File: config.mk
export PLATFORM = sky130hd
export DESIGN_NAME = vga_rd_conv
export DESIGN_NICKNAME = d
export VERILOG_FILES = /design/src/rtl/vga_rdc_pkg.sv /design/src/rtl/vga_rdc_plane_steer.sv /design/src/rtl/vga_rdc_plane_mux.sv /design/src/rtl/vga_rdc_color_match.sv /design/src/rtl/vga_rd_conv.sv
export SDC_FILE = /design/constraint.sdc
export NUM_CORES = 1
export LEC_CHECK = 0
export BUFFER_PORTS_ARGS = -buffer_cell sky130_fd_sc_hd__buf_2
export CORE_AREA = 2 2 74 62
export CTS_CLUSTER_SIZE = 25
export DETAILED_ROUTE_END_ITERATION = 12
export DIE_AREA = 0 0 76 64
export GPL_ROUTABILITY_DRIVEN = 0
export GPL_TIMING_DRIVEN = 0
export PLACE_DENSITY = 0.51
export SLEW_MARGIN = 20
export SYNTH_ARGS = -nofsm -noshare
export SYNTH_HDL_FRONTEND = slang
export SYNTH_SLANG_ARGS = --single-unit
File: constraint.sdc
create_clock -name clk -period 3.8 [get_ports clk]
set_input_delay 0.19 -clock clk [delete_from_list [all_inputs] [get_ports clk]]
set_output_delay 0.19 -clock clk [all_outputs]
set_load 0.05 [all_outputs]
File: src/rtl/vga_rdc_pkg.sv
package vga_rdc_pkg;
  typedef enum logic {
    RDM_PLANE = 1'b0,
    RDM_MATCH = 1'b1
  } rd_mode_e;
endpackage

File: src/rtl/vga_rdc_plane_steer.sv
module vga_rdc_plane_steer #(
  parameter int PLANES = 4,
  localparam int SEL_W = $clog2(PLANES)
) (
  input  logic [SEL_W-1:0] plane_sel,
  input  logic [SEL_W-1:0] addr_lo,
  input  logic             chain4_en,
  input  logic             oddeven_en,
  output logic [SEL_W-1:0] eff_plane
);
  // Four-way chaining wins; two-way chaining swaps in address bit 0.
  function automatic logic [SEL_W-1:0] steer(
    input logic [SEL_W-1:0] sel, input logic [SEL_W-1:0] adr,
    input logic c4, input logic oe);
    logic [SEL_W-1:0] r;
    r = sel;
    if (c4)      r = adr;
    else if (oe) r[0] = adr[0];
    return r;
  endfunction

  always_comb eff_plane = steer(plane_sel, addr_lo, chain4_en, oddeven_en);
endmodule

File: src/rtl/vga_rdc_plane_mux.sv
module vga_rdc_plane_mux #(
  parameter int PLANES  = 4,
  parameter int PLANE_W = 8,
  localparam int SEL_W  = $clog2(PLANES),
  localparam int WORD_W = PLANES * PLANE_W
) (
  input  logic [WORD_W-1:0]  fb_word,
  input  logic [SEL_W-1:0]   idx,
  output logic [PLANE_W-1:0] plane_byte
);
  logic [PLANE_W-1:0] planes [PLANES];

  for (genvar p = 0; p < PLANES; p++) begin : g_split
    assign planes[p] = fb_word[p*PLANE_W +: PLANE_W];
  end

  always_comb plane_byte = planes[idx];
endmodule

File: src/rtl/vga_rdc_color_match.sv
module vga_rdc_color_match #(
  parameter int PLANES  = 4,
  parameter int PLANE_W = 8,
  localparam int WORD_W = PLANES * PLANE_W
) (
  input  logic [WORD_W-1:0]  fb_word,
  input  logic [PLANES-1:0]  cmp_color,
  input  logic [PLANES-1:0]  cmp_skip,
  output logic [PLANE_W-1:0] match_mask
);
  // A plane passes at a bit when it is skipped or agrees with its colour bit.
  function automatic logic plane_ok(input logic data_bit, input logic color_bit,
                                    input logic skip_bit);
    return skip_bit | ~(data_bit ^ color_bit);
  endfunction

  for (genvar n = 0; n < PLANE_W; n++) begin : g_bit
    logic [PLANES-1:0] ok;
    for (genvar b = 0; b < PLANES; b++) begin : g_plane
      assign ok[b] = plane_ok(fb_word[b*PLANE_W + n], cmp_color[b], cmp_skip[b]);
    end
    assign match_mask[n] = &ok;
  end
endmodule

File: src/rtl/vga_rd_conv.sv
module vga_rd_conv #(
  parameter int PLANES  = 4,
  parameter int PLANE_W = 8,
  localparam int SEL_W  = $clog2(PLANES),
  localparam int WORD_W = PLANES * PLANE_W
) (
  input  logic               clk,
  input  logic               rst_n,
  input  logic               rd_stb,
  input  logic [WORD_W-1:0]  fb_word,
  input  logic [SEL_W-1:0]   addr_lo,
  input  logic               rd_mode,
  input  logic [SEL_W-1:0]   plane_sel,
  input  logic               chain4_en,
  input  logic               oddeven_en,
  input  logic [PLANES-1:0]  cmp_color,
  input  logic [PLANES-1:0]  cmp_skip,
  output logic [PLANE_W-1:0] rd_data,
  output logic               rd_valid
);
  import vga_rdc_pkg::*;

  rd_mode_e           mode;
  logic [SEL_W-1:0]   eff_plane;
  logic [PLANE_W-1:0] plane_byte;
  logic [PLANE_W-1:0] match_mask;
  logic [PLANE_W-1:0] next_byte;

  assign mode = rd_mode_e'(rd_mode);

  vga_rdc_plane_steer #(.PLANES(PLANES)) u_steer (
    .plane_sel (plane_sel),
    .addr_lo   (addr_lo),
    .chain4_en (chain4_en),
    .oddeven_en(oddeven_en),
    .eff_plane (eff_plane)
  );

  vga_rdc_plane_mux #(.PLANES(PLANES), .PLANE_W(PLANE_W)) u_mux (
    .fb_word   (fb_word),
    .idx       (eff_plane),
    .plane_byte(plane_byte)
  );

  vga_rdc_color_match #(.PLANES(PLANES), .PLANE_W(PLANE_W)) u_match (
    .fb_word   (fb_word),
    .cmp_color (cmp_color),
    .cmp_skip  (cmp_skip),
    .match_mask(match_mask)
  );

  always_comb next_byte = (mode == RDM_MATCH) ? match_mask : plane_byte;

  always_ff @(posedge clk) begin
    if (!rst_n) begin
      rd_data  <= '0;
      rd_valid <= 1'b0;
    end else begin
      rd_valid <= rd_stb;
      if (rd_stb) rd_data <= next_byte;
    end
  end
endmodule

==> qor.csv <==
stage,metric,value,unit
status,status,"complete, no violations",
setup_path,CP Max Fanout,10,
power_and_ir_drop,clock group share of total power,27.4,%
clock_tree,CTS buffer count,3,
power_and_ir_drop,leakage,0.569,nW
setup_path,Worst Setup End Kind,flip-flop,
timing,slew margin rel.,33.0,%
floorplanning,Die Wd,76,um
clock_tree,Root Driver,clkbuf_8,
finish,nets@finish,236,
synth,Synth Warn #,0,
power_and_ir_drop,P per Cell Area,277,nW/um2
placement,Placed Instances,238,
global_route,largest net degree at the start of global routing,11,
synth,ys async rst share,0,%
timing,setup TNS,0,ns
finish,Util after Layout,35.4,%
synth,largest area contributor in the netlist,xnor2_1,
synth,commonest cells in the netlist,"xnor2_1, nor2_1, dfxtp_1",
synth,Synth Register Bits,9,
clock_tree,CTS tree,yes,
hold_path,Hold Path Class,input pin to flip-flop,
synth,leading register cell type out of synthesis,dfxtp_1,
run,maxcap violations,0,
finish,"Area growth, synth to finish",33.5,%
floorplanning,CORE AREA,4070,um2
clock_tree,latest clock arrival within the worst-skew pair,0.23,ns
setup_path,WS Path Type,input pin to flip-flop,
timing,Final period util,44.4,%
floorplanning,Starting Density,26.5,%
clock_tree,H-tree levels,1,
detailed_routing,DR iter-0 viols,46,
power_and_ir_drop,Final Power,0.399,mW
power_and_ir_drop,Sw Pwr,0.143,mW
clock_tree,total setup buffers inserted after CTS,0,
floorplanning,Ports,59,
finish,share of post-route cells with drive strength above 1,35.7,%
detailed_routing,final WL,3660,um
power_and_ir_drop,Gate power share,45.7,%
synth,ranking of synthesized cells by area,"xnor2_1, dfxtp_1, mux2_1, a221oi_1, mux2_2",
global_route,gr ovfl total,0,
synth,Post-synth EDFFs,0,
placement,detailed placement HPWL,2830,um
placement,Port Buffer Count,49,
setup_path,CP Data Arrival Time,1.80,ns
power_and_ir_drop,Sw Ratio,36.0,%
synth,Post-Synthesis Cells,132,
timing,Worst Tran Pin Value,0.997,ns
global_route,GRT Total Usage,15.6,%
clock_tree,clk sinks,9,
clock_tree,clk slew on worst S/H paths,0.05,ns
finish,fin area,1440,um2
clock_tree,cts repair resizes,0,
timing,Hold Fails Final Rpt,0,
synth,post-synth top area share,26.0,%
timing,Fmax,593,MHz
power_and_ir_drop,VDD IR max,0.000137,V
detailed_routing,DRT Pass-1 Iters,4,
synth,"Avg Cell Area, Syn",8.17,um2
global_route,vias in the first global route,1222,
timing,final setup skew,0,ns
timing,endpoints failing setup,0,
global_route,initial antenna violation count,0,
power_and_ir_drop,Seq pwr share,26.9,%
floorplanning,Die Area,4860,um2
detailed_routing,DRC Markers,0,
synth,register area share after synthesis,16.7,%
setup_path,CP Launch Type,input pin,
synth,most common cell in the netlist,xnor2_1,
detailed_routing,Via density,4.80,
floorplanning,Die Y,64,um
synth,Netlist cell types,23,
clock_tree,Max clock buf depth,2,
floorplanning,Row Count,21,
global_route,first-pass GRT wire length,6040,um
detailed_routing,routed wire length per instance,15.1,um
finish,Post-Layout Cell Count,242,
clock_tree,hold_buf cts,0,
detailed_routing,DR vias,1162,
setup_path,CP Data Required Time,3.91,ns
synth,Synth Cell Area,1080,um2
timing,Slew Limit Fails,0,
timing,crit path time final,1.69,ns
power_and_ir_drop,Int Pwr,0.255,mW
finish,antenna diode count,0,
detailed_routing,remaining antenna violation count after routing,0,
timing,RSZ-0062 raised after global routing,false,
synth,Syn Nets,182,
placement,Placed Area,1400,um2
finish,Filler Cell Count,455,
## layout by cell type, fill, tap and decap left out
master and count:
xnor2_1 32, o21ba_2 1, o21ai_0 8, dfxtp_1 9
and2_1 1, a221oi_1 8, nor2_1 16, o21ai_1 8
mux2i_2 1, clkbuf_1 6, buf_6 1, mux2_4 2
nor3_1 1, buf_2 52, o22ai_1 8, or4_1 8
nand2_1 1, o21a_1 1, clkbuf_8 3, nor3b_1 1
inv_1 1, mux2_2 6, buf_1 2, mux2_1 8
## stage by stage
stage                     hold WS, ns  setup WS (ns)
after floorplan                 0.340           2.27
after detailed placement        0.539           1.86
after global routing            0.330           1.96
after CTS                       0.310           2.08
after global placement          0.533           1.84
final                           0.313           2.11
## final cells by class
cell class,instances,area [um2],area share (%)
Buffer,11,52.6,3.65
Inverter,1,3.75,0.261
Multi-Input combinational cell,111,842,58.5
Clock buffer,4,45.0,3.13
Timing Repair Buffer,49,245,17.0
Sequential cell,9,180,12.5
Tap cell,57,71.3,4.95
## layer usage
metal | vias up | GRT usage [%] | wire length, um
met5 | - | 0 | 0
li1 | 590 | - | -
met1 | 532 | 21.6 | 1770
met4 | 0 | 1.36 | 0
met2 | 40 | 25.7 | 1700
met3 | 0 | 3.67 | 192
## cells by family after synthesis
logic type | count (synthesis) | share of synthesized area [%]
AO/OA/AOI/OAI | 34 | 20.2
buffers and inverters | 12 | 5.22
flip-flops | 9 | 16.7
multiplexers | 17 | 18.7
XOR/XNOR | 32 | 26.0
AND/OR/NAND/NOR | 28 | 13.2
## worst paths after layout
path	startpoint	to	slack, ns	cells past startpoint
worst max-delay path	chain4_en	rd_data[0]	2.11	6
worst min-delay path	rst_n	rd_data[5]	0.31	3
worst max register to register	rd_data[1]	rd_data[1]	3.08	2
worst min register to register	rd_data[2]	rd_data[2]	0.54	2
## power by group through the flow
stage	Sequential [mW]	Clock [mW]	Combinational [mW]
global placement	0.109	0	0.184
CTS	0.107	0.112	0.184
finish	0.107	0.109	0.182
floorplan	0.139	0	0.0947
global route	0.108	0.119	0.200
detailed placement	0.109	0	0.184
## worst max-delay path: stages
cell and delay [ns]:
buf_2 0.11, mux2i_2 0.51, buf_6 0.25, mux2_1 0.33, a221oi_1 0.30, o21ai_1 0.09
## flip-flops by register name (all words and copies together), names as in the netlist
signal / flops
rd_valid: 1
rd_data: 8
(Power assumes the default switching activity.)
